$ cat config.mk
export PLATFORM = sky130hd
export DESIGN_NAME = spi_link_engine
export DESIGN_NICKNAME = d
export VERILOG_FILES = /design/src/rtl/spi_link_pkg.sv /design/src/rtl/spi_link_sync.sv /design/src/rtl/spi_link_shifter.sv /design/src/rtl/spi_link_hint.sv /design/src/rtl/spi_link_engine.sv
export SDC_FILE = /design/constraint.sdc
export NUM_CORES = 1
export LEC_CHECK = 0
export ABC_AREA = 0
export ABC_CLOCK_PERIOD_IN_PS = 1800
export BUFFER_PORTS_ARGS = -buffer_cell sky130_fd_sc_hd__buf_2
export CORE_AREA = 8 8 94 96
export DETAILED_ROUTE_END_ITERATION = 6
export DIE_AREA = 0 0 102 104
export HOLD_SLACK_MARGIN = 0.15
export MAX_ROUTING_LAYER = met4
export PLACE_DENSITY = 0.57
export RECOVER_POWER = 25
export SETUP_SLACK_MARGIN = 0.4
export SLEW_MARGIN = 15
export SYNTH_ARGS = -nofsm -noshare
export SYNTH_HDL_FRONTEND = slang
export SYNTH_SLANG_ARGS = --single-unit
$ cat constraint.sdc
create_clock -name clk -period 1.8 [get_ports clk]
set_input_delay 0.45 -clock clk [delete_from_list [all_inputs] [get_ports clk]]
set_output_delay 0.45 -clock clk [all_outputs]
set_load 0.05 [all_outputs]
$ cat src/rtl/spi_link_pkg.sv
package spi_link_pkg;
  typedef enum logic [2:0] {
    S_GUARD,
    S_IDLE,
    S_RECV,
    S_RSP,
    S_DONE
  } frame_st_t;
endpackage

$ cat src/rtl/spi_link_sync.sv
module spi_link_sync #(
  parameter int STAGES = 2,
  parameter int WIDTH  = 3
) (
  input  logic             clk,
  input  logic [WIDTH-1:0] async_i,
  output logic [WIDTH-1:0] sync_o
);
  logic [WIDTH-1:0] pipe [STAGES];

  always_ff @(posedge clk) pipe[0] <= async_i;

  generate
    for (genvar g = 1; g < STAGES; g++) begin : g_stage
      always_ff @(posedge clk) pipe[g] <= pipe[g-1];
    end
  endgenerate

  assign sync_o = pipe[STAGES-1];
endmodule

$ cat src/rtl/spi_link_shifter.sv
module spi_link_shifter #(
  parameter int BITS = 8
) (
  input  logic            clk,
  input  logic            rst,
  input  logic            clr,
  input  logic            sck_rise,
  input  logic            mosi,
  input  logic            load,
  input  logic [BITS-1:0] load_val,
  output logic            byte_done,
  output logic [BITS-1:0] rx_byte,
  output logic            miso
);
  localparam int CW = (BITS > 1) ? $clog2(BITS) : 1;
  localparam logic [CW-1:0] LAST_BIT = CW'(BITS - 1);

  logic [CW-1:0]   cnt_q;
  logic [BITS-1:0] rx_q;
  logic [BITS-1:0] tx_q;
  logic            done_q;
  logic            miso_q;

  always_ff @(posedge clk) begin
    if (rst || clr) begin
      cnt_q  <= '0;
      rx_q   <= '0;
      tx_q   <= '1;
      done_q <= 1'b0;
      miso_q <= 1'b1;
    end else begin
      done_q <= 1'b0;
      if (sck_rise) begin
        rx_q <= {rx_q[BITS-2:0], mosi};
        if (cnt_q == LAST_BIT) begin
          cnt_q  <= '0;
          done_q <= 1'b1;
        end else begin
          cnt_q <= cnt_q + 1'b1;
        end
      end
      if (load) tx_q <= load_val;
      miso_q <= tx_q[LAST_BIT - cnt_q];
    end
  end

  assign byte_done = done_q;
  assign rx_byte   = rx_q;
  assign miso      = miso_q;
endmodule

$ cat src/rtl/spi_link_hint.sv
module spi_link_hint #(
  parameter int MIN_HIGH_CYC = 1250
) (
  input  logic clk,
  input  logic rst,
  input  logic want_low,
  input  logic release_i,
  output logic hint_n
);
  localparam int HW = $clog2(MIN_HIGH_CYC + 1);
  localparam logic [HW-1:0] HOLD_LOAD = HW'(MIN_HIGH_CYC);

  logic [HW-1:0] hold_q;
  logic          hint_q;

  always_ff @(posedge clk) begin
    if (rst) begin
      hint_q <= 1'b1;
      hold_q <= '0;
    end else if (!hint_q) begin
      if (release_i) begin
        hint_q <= 1'b1;
        hold_q <= HOLD_LOAD;
      end
    end else if (hold_q != '0) begin
      hold_q <= hold_q - 1'b1;
    end else if (want_low) begin
      hint_q <= 1'b0;
    end
  end

  assign hint_n = hint_q;

  // checker: independent count of high cycles, saturating
  logic [HW-1:0] high_cnt;
  always_ff @(posedge clk) begin
    if (rst) high_cnt <= HOLD_LOAD;
    else if (!hint_q) high_cnt <= '0;
    else if (high_cnt != HOLD_LOAD) high_cnt <= high_cnt + 1'b1;
  end

  a_r5_min_high: assert property (@(posedge clk) disable iff (rst)
    $fell(hint_n) |-> (high_cnt >= HOLD_LOAD));

  a_r4_release: assert property (@(posedge clk) disable iff (rst)
    (!hint_n && release_i) |=> hint_n);
endmodule

$ cat src/rtl/spi_link_engine.sv
module spi_link_engine
  import spi_link_pkg::*;
#(
  parameter int SYNC_STAGES  = 2,
  parameter int BYTE_BITS    = 8,
  parameter int MIN_HIGH_CYC = 1250,
  parameter int RSP_MIN_LEN  = 2,
  parameter int RSP_MAX_LEN  = 136
) (
  input  logic                 clk,
  input  logic                 rst,
  input  logic                 sck_i,
  input  logic                 cs_n_i,
  input  logic                 mosi_i,
  output logic                 miso_o,
  output logic                 hint_n_o,
  output logic [BYTE_BITS-1:0] rx_byte_o,
  output logic                 rx_valid_o,
  input  logic                 rsp_ready_i,
  input  logic                 rsp_pending_i,
  input  logic [BYTE_BITS-1:0] rsp_data_i,
  input  logic                 rsp_last_i,
  output logic                 rsp_take_o
);
  localparam logic [BYTE_BITS-1:0] FILL = '1;
  localparam int LW = $clog2(RSP_MAX_LEN + 2);

  logic [2:0] raw_in, syn_in;
  logic       cs_s, sck_s, mosi_s, sck_d_q, sck_rise;

  assign raw_in = {mosi_i, sck_i, cs_n_i};

  spi_link_sync #(.STAGES(SYNC_STAGES), .WIDTH(3)) u_sync (
    .clk(clk), .async_i(raw_in), .sync_o(syn_in)
  );

  assign cs_s   = syn_in[0];
  assign sck_s  = syn_in[1];
  assign mosi_s = syn_in[2];

  always_ff @(posedge clk) begin
    if (rst) sck_d_q <= 1'b0;
    else     sck_d_q <= sck_s;
  end
  assign sck_rise = sck_s && !sck_d_q;

  frame_st_t            st_q, st_d;
  logic                 last_q, last_d;
  logic                 load, take, byte_done, shf_clr;
  logic [BYTE_BITS-1:0] load_val, rx_byte;

  always_comb begin
    st_d     = st_q;
    last_d   = last_q;
    load     = 1'b0;
    take     = 1'b0;
    load_val = FILL;
    unique case (st_q)
      S_GUARD: if (cs_s) st_d = S_IDLE;
      S_IDLE:  if (!cs_s) st_d = S_RECV;
      S_RECV: if (byte_done) begin
        load = 1'b1;
        if (rsp_ready_i) begin
          load_val = rsp_data_i;
          take     = 1'b1;
          last_d   = rsp_last_i;
          st_d     = S_RSP;
        end
      end
      S_RSP: if (byte_done) begin
        load = 1'b1;
        if (last_q) begin
          st_d = S_DONE;
        end else begin
          load_val = rsp_data_i;
          take     = 1'b1;
          last_d   = rsp_last_i;
        end
      end
      S_DONE: if (byte_done) load = 1'b1;
      default: st_d = S_IDLE;
    endcase
    if (cs_s && st_q != S_GUARD) begin
      st_d = S_IDLE;
      take = 1'b0;
    end
  end

  always_ff @(posedge clk) begin
    if (rst) begin
      st_q       <= S_GUARD;
      last_q     <= 1'b0;
      rx_valid_o <= 1'b0;
      rx_byte_o  <= '0;
    end else begin
      st_q       <= st_d;
      last_q     <= last_d;
      rx_valid_o <= byte_done && (st_q == S_RECV) && !cs_s;
      if (byte_done) rx_byte_o <= rx_byte;
    end
  end

  assign rsp_take_o = take;
  assign shf_clr    = cs_s || (st_q == S_GUARD);

  spi_link_shifter #(.BITS(BYTE_BITS)) u_shf (
    .clk(clk), .rst(rst), .clr(shf_clr), .sck_rise(sck_rise), .mosi(mosi_s),
    .load(load), .load_val(load_val), .byte_done(byte_done),
    .rx_byte(rx_byte), .miso(miso_o)
  );

  logic want_low;
  assign want_low = (st_q == S_IDLE && rsp_pending_i) ||
                    (st_q == S_RECV && rsp_ready_i);

  spi_link_hint #(.MIN_HIGH_CYC(MIN_HIGH_CYC)) u_hint (
    .clk(clk), .rst(rst), .want_low(want_low), .release_i(byte_done),
    .hint_n(hint_n_o)
  );

  // checker: response length bookkeeping
  logic [LW-1:0] take_cnt;
  always_ff @(posedge clk) begin
    if (rst) take_cnt <= '0;
    else if (take) take_cnt <= (st_q == S_RECV) ? LW'(1) : take_cnt + 1'b1;
  end

  a_r1_fill_in_recv: assert property (@(posedge clk) disable iff (rst)
    (st_q == S_RECV && $past(st_q == S_RECV) && $past(st_q == S_RECV, 2)) |-> miso_o);

  a_r3_first_not_fill: assert property (@(posedge clk) disable iff (rst)
    (take && st_q == S_RECV) |-> (rsp_data_i != FILL));

  a_r3_length: assert property (@(posedge clk) disable iff (rst)
    (take && rsp_last_i) |->
      (((st_q == S_RECV) ? LW'(1) : take_cnt + 1'b1) >= LW'(RSP_MIN_LEN)) &&
      (((st_q == S_RECV) ? LW'(1) : take_cnt + 1'b1) <= LW'(RSP_MAX_LEN)));

  a_r7_resync: assert property (@(posedge clk) disable iff (rst)
    cs_s |=> (st_q == S_IDLE));

  a_r8_guard: assert property (@(posedge clk) disable iff (rst)
    (st_q == S_GUARD && !cs_s) |=> (st_q == S_GUARD && !rx_valid_o));

  a_r9_no_pending_in_frame: assert property (@(posedge clk) disable iff (rst)
    (!cs_s && $past(!cs_s) && st_q == S_DONE && hint_n_o) |=> hint_n_o);
endmodule

# Word-level counts from Yosys, hierarchy flattened
# Memory sizes are Yosys's and may differ from the RTL's.
# Index checks and enable logic that the tools add are counted.
# classes
reduce_logical	23
bitwise_logic	2
magnitude_cmp	1
eq_ne	19
n_mux	36
add_sub_neg	3
# ops
op	count
11-bit 2-to-1 mux	3
8-bit 2-to-1 mux	4
3-bit 2-to-1 mux	7
1-bit 2-to-1 mux	17
8-bit case mux with 2 select lines	1
3-bit case mux with 5 select lines	1
7-bit AND reduction	2
2-bit != test, second input constant	6
3-bit != test, second input constant	4
11-bit nonzero test	1
11-bit by 1-bit subtractor with 11-bit output, second input constant	1
3-bit by 2-bit == test with 1-bit output, second input constant	2
3-bit == test, second input constant	2
1-bit logical AND	6
3-bit by 2-bit != test with 1-bit output, second input constant	2
3-bit by 4-bit < comparator with 1-bit output, second input constant	1
2-bit by 1-bit != test with 1-bit output, second input constant	2
1-bit case mux with 2 select lines	2
4-bit AND reduction	1
2-bit nonzero test	2
2-bit OR reduction	2
3-bit by 1-bit adder with 3-bit output, second input constant	1
1-bit binary-select mux with 3-bit select	1
3-bit by 1-bit == test with 1-bit output, second input constant	1
8 further kinds	12
# totals
mem_bits_rw	6
regBits	47
in_bits	16
mem_count	1
output_inout_bits	12
# memory_table
name	words	width	read_ports	rd_clocked_by_memory_dff	write_ports	line_no	rtl
u_sync.pipe	2	3	2	0	2	spi_link_sync.sv:9	logic [WIDTH-1:0] pipe [STAGES];

# Logic depth before layout (Yosys ltp)
# Gate-level depths: netlist of the first run.
# logic_depth
word_depth	6
mapped_depth	6

# By module
# A second synthesis of the first run with hierarchy kept.
# hier_totals
cells_unflattened	257
hier_area_um2	2404.8
# by_module_without_submodules
module	n_inst	cells_each	area_per_inst_um2
spi_link_shifter	1	75	818.3
spi_link_engine	1	91	758.2
spi_link_hint	1	82	685.7
spi_link_sync	1	9	142.6

# Least setup slack after synthesis of the first run
# No wires, ideal clock.
# synth_path
kind	flip-flop to output port
startpoint	reg st_q[1]
endpoint	out rsp_take_o
path_buffers	2
setup_slack_ps	-938
stages_incl_launch_ff	6
t_arrival_ps	2288
cell_sequence	dfxtp_1 clkbuf_1 nor2b_1 clkbuf_1 o21ai_0 nor3b_1
# synth_via
elab_chain_cells	3
word_cells_on_any_way	6
# synth_lines
element	line_no	rtl
start: declaration	spi_link_engine.sv:47	frame_st_t st_q, st_d;
start signal: assignment	spi_link_engine.sv:96	st_q <= st_d;
3-bit by 2-bit == test with 1-bit output or 3-bit nonzero test (tied branches)	spi_link_engine.sv:58, spi_link_engine.sv:83	
1-bit case mux with 2 select lines or 1-bit logical AND (tied branches)	spi_link_engine.sv:58, spi_link_engine.sv:83	
1-bit 2-to-1 mux *	spi_link_engine.sv:83	if (cs_s && st_q != S_GUARD) begin
end: declaration	spi_link_engine.sv:23	output logic rsp_take_o
# Every way passes the cells marked *; elsewhere a longest branch is shown, timed or not.

# Worst setup path after layout of the first run
# layout_path
startpoint	reg u_hint.hold_q[1]
endpoint	reg u_hint.hold_q[9]
# layout_via
elab_chain_cells	3
word_cells_on_any_way	6
# layout_lines
element	line_no	rtl
start: declaration	spi_link_hint.sv:13	logic [HW-1:0] hold_q;
start signal: assignment	spi_link_hint.sv:26	hold_q <= hold_q - 1'b1;
11-bit by 1-bit subtractor with 11-bit output or 11-bit nonzero test (tied branches)	spi_link_hint.sv:26, spi_link_hint.sv:25	
11-bit 2-to-1 mux or 2-bit != test (tied branches)	-	
11-bit 2-to-1 mux or 2-bit AND reduction (tied branches)	-	
# Several ways; a longest one is shown, not always the timed one. The select of a mux whose other input is x is not followed.
# A chain may end at the register's enable or synchronous reset.

==> summary by stage, run 1 <==
Run status
The flow ran to the end, but the final reports show violations. The final reports fail on negative setup slack.

Logic synthesis
The basic-gate share of the synthesized area counting and, or, nand and nor cells is 24.0%. The area share of the leading cell type in the synthesized netlist is 49.0%. The biggest area contributor in the post-synthesis netlist is dfxtp_1. After technology mapping, the gate count stands at 241. The number of distinct standard cells referenced by the synthesized netlist is 43. The largest family of logic cells by synthesized area is simple AND/OR/NAND/NOR gates. The number of nets handed over by synthesis was 260. Yosys mapped a number of flops with a built-in enable equal to 0.

After synthesis, the mean cell area works out to 8.99 um2. The summed instance area of the synthesized netlist is 0.00217 mm2. The xor and xnor fraction of the mapped netlist area is 0.808%. The most frequently used cell type in the post-synthesis netlist is dfxtp_1.

Ranked by total cell area, the synthesized netlist is headed by dfxtp_1, nand2_1, mux2i_1. The adder-cell area share of the yosys netlist is 1.73%. The proportion of register bits with asynchronous set or reset after synthesis is 0%.

The flip-flop and latch count after synthesis is 53. The synthesized-area fraction occupied by ao, oa, aoi and oai cells is 14.2%. The Yosys warning count is 0. The commonest cells after synthesis are dfxtp_1, nand2_1, nor2_1, a21oi_1, clkbuf_1. For this run, the leading register cell type out of synthesis is dfxtp_1. After synthesis, the share of cell area in mux cells is 7.22%. The share of the yosys chip area belonging to registers is 49.0%.

Detailed routing
Across all layers, the routed design uses 1918 vias. The routed length per instance is 13.3 um. Dividing the detail-routed via count by the number of cells gives 4.80. The first detailed-routing pass ran for 4 iterations. For this run, design rule violations remaining after detail routing come to 0. The total length of routed wires is 5320 um. After the first detailed-routing iteration, the DRC count stood at 130.

The number of routed nets with antenna violations is 0.

Min path
The worst hold path begins at mosi_i. The min-delay analysis places its worst path in the category in -> reg.

Cells and area
In the final layout, the multi-input gates occupy 0.00128 mm2. In the final layout, flip-flops and latches occupy 0.00107 mm2. The fill cell total of the finished layout is 757.

The net count of the finished layout is 316. Relative to the synthesized area, the layout overhead comes to 42.4%. The antenna diode instance count is 0. The proportion of layout cells with a drive suffix above 1 is 37.2%. The number of standard cells in the final layout excluding fillers is 400. For this run, the share of the core covered by cells in the final layout is 41.4%.

Global routing
In the global route stage, overall resource usage came out at 10.7%. The number of antenna violations at the first check in global routing is 0. The total overflow reported by the global router is 0. The via count of the first global-routing pass came to 1877.

The pin count of the biggest net entering global routing is 18. The first-pass GRT wire length is 8870 um.

STA
Setup total negative slack on the finished layout was measured at -66.8 ps. After layout, the worst setup slack is -57.9 ps. At the pin with the least slew margin, the transition time is 580 ps. The clock arrives with 6.94 ps of skew. Setup repair after global routing could not meet its margin everywhere.

The final number of hold-violating endpoints is 0. The highest clock rate is 0.538 GHz. The final number of setup-violating endpoints is 3. In this run the tightest slew margin relative to its limit is 61.2%. Dividing the final minimum period by the clock period gives 103%. The total count of max-transition violations in the final report came to 0. On the final layout, the worst hold slack is 241 ps.

The final period demand of the worst path is 1860 ps.

Setup path
The stage delay of the slowest cell on the critical path is 550 ps. At the worst endpoint, the required time is 2050 ps. The classification of the worst setup path is reg -> reg. The worst register-to-register path begins at u_hint.hold_q[1].

The maximum fanout along the worst path is 2. The worst path arrival time is 2110 ps. In this design, the largest share of critical-path delay is due to simple AND/OR/NAND/NOR gates.

The cell repeated most along the worst path is or4_4. STA classifies the critical path startpoint as a register. The critical path starts at u_hint.hold_q[1]. Traced cell by cell, the critical path runs through or4_4, or4_4, or3_1, a21oi_1. The capturing element type of the critical path is a register. The critical path contains buffers and inverters numbering 0 combined. The slowest cell on the critical path is or4_4.

Placed design
During placement, the flow inserted port buffers numbering 27. Once placement completed, the tool counted placed cells totaling 383. The weighted congestion at the end of routability-driven global placement is 0.814. The half-perimeter wire length of the detailed placement result is 3570 um.

Power and ir drop
The total power density per cell area is 1240 mW/mm2. For this design the static power due to leakage is 0.00118 uW. The worst vdd rail ir drop is 0.441 mV. Total power for the finished layout comes to 3830 uW.

Floorplan
The floorplan core area is 0.00745 mm2. The initial core utilization is 29.1%. The I/O pin count is 28.

The chip height is 104 um. The total number of placement rows is 32. The die is 102 um wide.

The floorplan die area is 0.0106 mm2.

Clocking
For the worst-skew pair, the clock arrives at the later sink with an insertion delay of 310 ps. For this design, the sink count on the clock tree is 53. TritonCTS built the clock tree. The count of hold buffers inserted by post-cts repair is 0.

In this run the number of H-tree levels came out at 2. The number of clock buffers added by TritonCTS is 5. The library cell used as clock root buffer is clkbuf_8. After clock tree synthesis, the clock-pin slew on the worst setup and hold paths is 100 ps. The buffer depth of the longest clock path is 2.

Run
Max-cap violations in this run came to 0.
-- path summary, 6_finish.rpt --
check / endpoint / slack [ps] / cells past startpoint
min: u_sync.pipe[0][2] / 240 / 1
max reg2reg: u_hint.hold_q[9] / -60 / 4
min reg2reg: u_sync.pipe[0][5] / 330 / 0
max: u_hint.hold_q[9] / -60 / 4
-- worst reg2reg max path, stage by stage (launching register included) --
cell and delay, ps:
dfxtp_2 330, or4_4 550, or4_4 430, or3_1 350
a21oi_1 140
-- cells in the final DEF, fill, tap and decap left out, types with 3 or more instances in the layout --
cell type  instances
a21oi_1           19
buf_2             19
buf_4             25
buf_6             10
clkbuf_4           6
clkbuf_8           6
dfxtp_1           46
dfxtp_2            5
inv_1              4
mux2i_1           10
nand2_1           30
nand3b_1           4
nor2_1            24
nor2b_1            4
nor2b_4            3
nor3_1             8
o211ai_1           3
o21ai_0            6
o22ai_1            6
or2_2              3
or3_1              3
-- stage by stage --
step / worst slack (ps) / area [um2]
floorplan: 15.7 / 2250
global placement: -24.1 / 2640
detailed placement: -31.1 / 2640
CTS: -54.2 / 2990
global route: -111 / 3090
finish: -57.9 / 3090
-- sequential cells by signal (all words and copies together), names as in the netlist --
name / flops
u_sync.pipe: 6
sck_d_q: 1
u_shf.byte_done: 1
u_hint.hint_n: 1
last_q: 1
u_hint.hold_q: 11
rx_valid_o: 1
u_shf.miso: 1
st_q: 3
u_shf.tx_q: 8
rx_byte_o: 8
u_shf.cnt_q: 3
u_shf.rx_byte: 8
-- logic make-up after synthesis --
family	Yosys count
xor gates and xnor gates	2
AOI/OAI and AO/OA	50
DFF	53
adders and majority gates	3
and+or+nand+nor	102
buffers and inverters	18
muxes	13
-- power breakdown --
part	internal [uW]	switching, uW
combinational	909	746
clock	454	391
sequential	1270	63.6
-- area by class of cell --
cell class	instances	area share, %
clock buffers	6	2.68
well taps	102	4.13
repair buffers	61	14.8
inverters	6	0.811
flip-flops and latches	53	34.8
clock inverters	2	1.18
multi-input cells	170	41.6
-- routing by layer --
layer  wire (um)  vias to the layer above  part of all wire, %  GRT usage, %
met5           0                        -                    0             -
met4          96                        0                  1.8          4.83
met3         136                        6                  2.6          2.01
met1        2490                      908                   47          13.0
li1            -                      971                    -             -
met2        2600                       33                   49          16.8
-- what timing repair did --
| action | 4_1_cts | 5_1_grt |
|---|---|---|
| endpoints found under the setup margin | 21 | 28 |
| resized for setup | 43 | 21 |
| pin swaps | 15 | 13 |
| setup buffers | 7 | 2 |
(Power assumes the default switching activity.)
==> inputs of run 2 (changes only) <==
--- a/config.mk
+++ b/config.mk
@@ -8,9 +8,9 @@
 export ABC_AREA = 0
 export ABC_CLOCK_PERIOD_IN_PS = 1800
 export BUFFER_PORTS_ARGS = -buffer_cell sky130_fd_sc_hd__buf_2
-export CORE_AREA = 8 8 94 96
+export CORE_AREA = 2 2 88 90
 export DETAILED_ROUTE_END_ITERATION = 6
-export DIE_AREA = 0 0 102 104
+export DIE_AREA = 0 0 90 92
 export HOLD_SLACK_MARGIN = 0.15
 export MAX_ROUTING_LAYER = met4
 export PLACE_DENSITY = 0.57
==> run 2 against run 1 <==
  * The flow still finishes with violations (negative setup slack)
  * Critical path depth is the same
  * Maximum frequency barely moved
  * Wire length is 0.21% lower
  * Total power grew 1.3%
  * Worst setup slack improved by 1.8 ps
  * Combinational power grew 9.6%
  * Worst hold slack got worse by 7.9 ps
  * Clock skew fell by 4.9 ps
  * Highest routed layer unchanged
==> summary by stage, run 2 (same netlist as run 1, synthesis figures left out) <==
Run status
The run finished, with violations left. The final reports fail on negative setup slack.

STA
The final worst slack is -56.1 ps. The worst path in the final design needs a cycle of 1860 ps, including I/O delays and setup. Derived from the worst setup path, the maximum achievable clock frequency is 0.539 GHz.

The slew at the pin closest to its max-slew limit is 979 ps. The worst pin sits at a relative slew slack of 34.7%. The total count of max-transition violations in the final report is 0. The final number of setup-violating endpoints is 1. The final sum of negative setup slack is -56.1 ps.

After layout, the worst path uses 103% of the clock period. The clock skew after layout is 2.08 ps. Setup repair after global routing could not meet its margin everywhere. The final number of hold-violating endpoints came to 0.

Cells and area
The antenna diode instance count is 0. In the layout the commonest cells are dfxtp_1, nand2_1, buf_4, nor2_1, buf_2. The register with the most flip-flops is u_hint.hold_q.

In the final layout, flip-flops and latches occupy 0.00107 mm2. Excluding fillers, the count of instances in the completed layout stands at 406. The leading cell type in the layout, fill and taps excluded is dfxtp_1. The multi-input combinational cells in the finished layout cover a total of 0.00131 mm2. Once layout is done, the placed cells without fillers occupy 0.00313 mm2. The number of flip-flops under the largest register name is 11. Fill cells in the final layout number 718. At the end of the flow, the number of nets in the layout was 322. Compared with the post-synthesis result, the final layout area differs by 44.6%. Cells with a size suffix above 1 make up 41.1% of the layout.

Power and ir drop
The worst-case IR drop observed on VDD is 0.477 mV. The leakage power summed over all cells is 0.00120 uW. The total power density per cell area is 1240 mW/mm2.

After layout, the design draws a total of 3880 uW.

Floorplan
The die width is 90 um. The I/O pin count is 28. The floorplan core area is 0.00745 mm2.

The floorplan die area is 0.00828 mm2. The total number of placement rows is 32. Once the floorplan was initialized, standard cells occupied 29.1% of the core. The chip height is 92 um.

Setup path
The capturing element type of the critical path is a register. In this run the critical register-to-register path is launched from u_hint.hold_q[3]. Data arrives at the worst endpoint at 2110 ps. The destination of the worst register-to-register timing path is u_hint.hold_q[9]. The worst setup path is of the reg -> reg kind. The setup slack on the worst flop-to-flop path is -60 ps. The worst register-to-register path has a depth of 4. STA classifies the critical path startpoint as a register. The maximum fanout along the worst path is 2. The required time at the worst-slack endpoint is 2050 ps.

Global routing
The total overflow reported by the global router is 0. The combined global-route utilization of all metal layers is 13.2%. The via count of the first global-routing pass is 1829. The first-pass GRT wire length is 8640 um.

The pin count of the biggest net entering global routing is 19. The number of antenna violations at the first check in global routing came to 0.

Detailed routing
In this run, the number of DRC markers left after iteration 0 of detailed routing was 119. After detailed routing, the number of vias per cell comes to 4.69. The number of vias after detailed routing is 1906. The number of DRC violations after detailed routing is 0. The first-pass iteration count of the detailed router is 4. The number of routed nets with antenna violations is 0. The total length of routed wires is 5310 um. The routed length per instance is 13.1 um.

Placed design
After detailed placement, the total cell area comes to 0.00265 mm2. After detailed placement, the design holds a cell count of 384. The weighted congestion at the end of routability-driven global placement is 0.804.

The wire-length estimate of the detail-placed layout is 3470 um. During placement, the flow inserted port buffers numbering 27. At the placement stage, the worst setup path has a slack of -38.9 ps.

Clocking
At the later pin of the worst-skew pair, clock insertion delay measures 310 ps. The clock drives 53 sinks. TritonCTS built the clock tree. Buffers inserted during clock tree synthesis total 5. After clock tree synthesis, the flow added hold-fix buffers numbering 0. The total number of H-tree levels is 2. The buffer depth of the longest clock path is 2. The clock-pin transition on the worst setup and hold timing paths is 100 ps. The root buffer cell chosen for the clock tree is clkbuf_8.

Min path
The worst min-delay path category is in -> reg. The worst hold path terminates at u_sync.pipe[0][2]. The worst hold path begins at mosi_i. The hold path depth is 1.

Run
Max-cap violations in this run came to 0.
run 2: cell types whose count changed in the layout (fill, tap and decap cells not counted), moves of 2 or more:
| cell | delta |
|---|---|
| buf_2 | +2 |
| buf_4 | +3 |
| buf_6 | +2 |
| clkbuf_4 | -2 |
| nor2_1 | -2 |
| nor2_2 | +2 |
| or4_1 | -2 |
| or4_4 | +2 |
run 2: repair_timing:
item | in CTS | in global routing
resized for setup | 45 | 26
setup buffers | 9 | 5
cloned | 0 | 0
setup endpoints to repair | 22 | 25
pin swaps | 15 | 13
run 2: per-stage QoR:
step | util, % | hold WS (ps)
after floorplan | - | 310
after global placement | 35.6 | 310
after detailed placement | 35.6 | 312
after CTS | 40.3 | 217
after global routing | 42.1 | 216
final | 42.1 | 233
run 2: cell type report:
| cell class | instances | area share, % |
|---|---|---|
| inverter | 6 | 0.799 |
| clock buffer | 5 | 2.20 |
| multi-input combinational | 170 | 41.9 |
| tap | 102 | 4.07 |
| timing repair buffer | 67 | 15.9 |
| clock inverter | 3 | 0.799 |
| sequential | 53 | 34.3 |
run 2: worst max path at each step:
stage / start / to / slack (ps)
finish: u_hint.hold_q[3] / u_hint.hold_q[9] / -60
CTS: u_hint.hold_q[3] / u_hint.hold_q[9] / -40
global placement: rsp_ready_i / rsp_take_o / -20
detailed placement: u_hint.hold_q[1] / u_hint.hold_q[7] / -40
global route: u_hint.hold_q[3] / u_hint.hold_q[9] / -100
floorplan: u_hint.hold_q[3] / u_hint.hold_q[9] / 20
run 2: worst max-delay path: stages (launching register included):
cell and delay, ps:
dfxtp_2 330, or4_4 530, or4_4 420, or3_4 380, a21oi_2 130
run 2: power breakdown:
group / total, uW / switching, uW / internal, uW
combinational: 1820 / 789 / 1030
clock: 699 / 417 / 282
sequential: 1360 / 84.8 / 1280
total: 3880 / 1290 / 2590
run 2: metal layers:
metal  part of all wire (%)  vias to the layer above  global-route usage, %
li1                       -                      987                      -
met1                     48                      888                   16.0
met2                     48                       24                   21.9
met3                    2.2                        7                   2.38
met4                    2.0                        0                   5.64
met5                      0                        -                      -
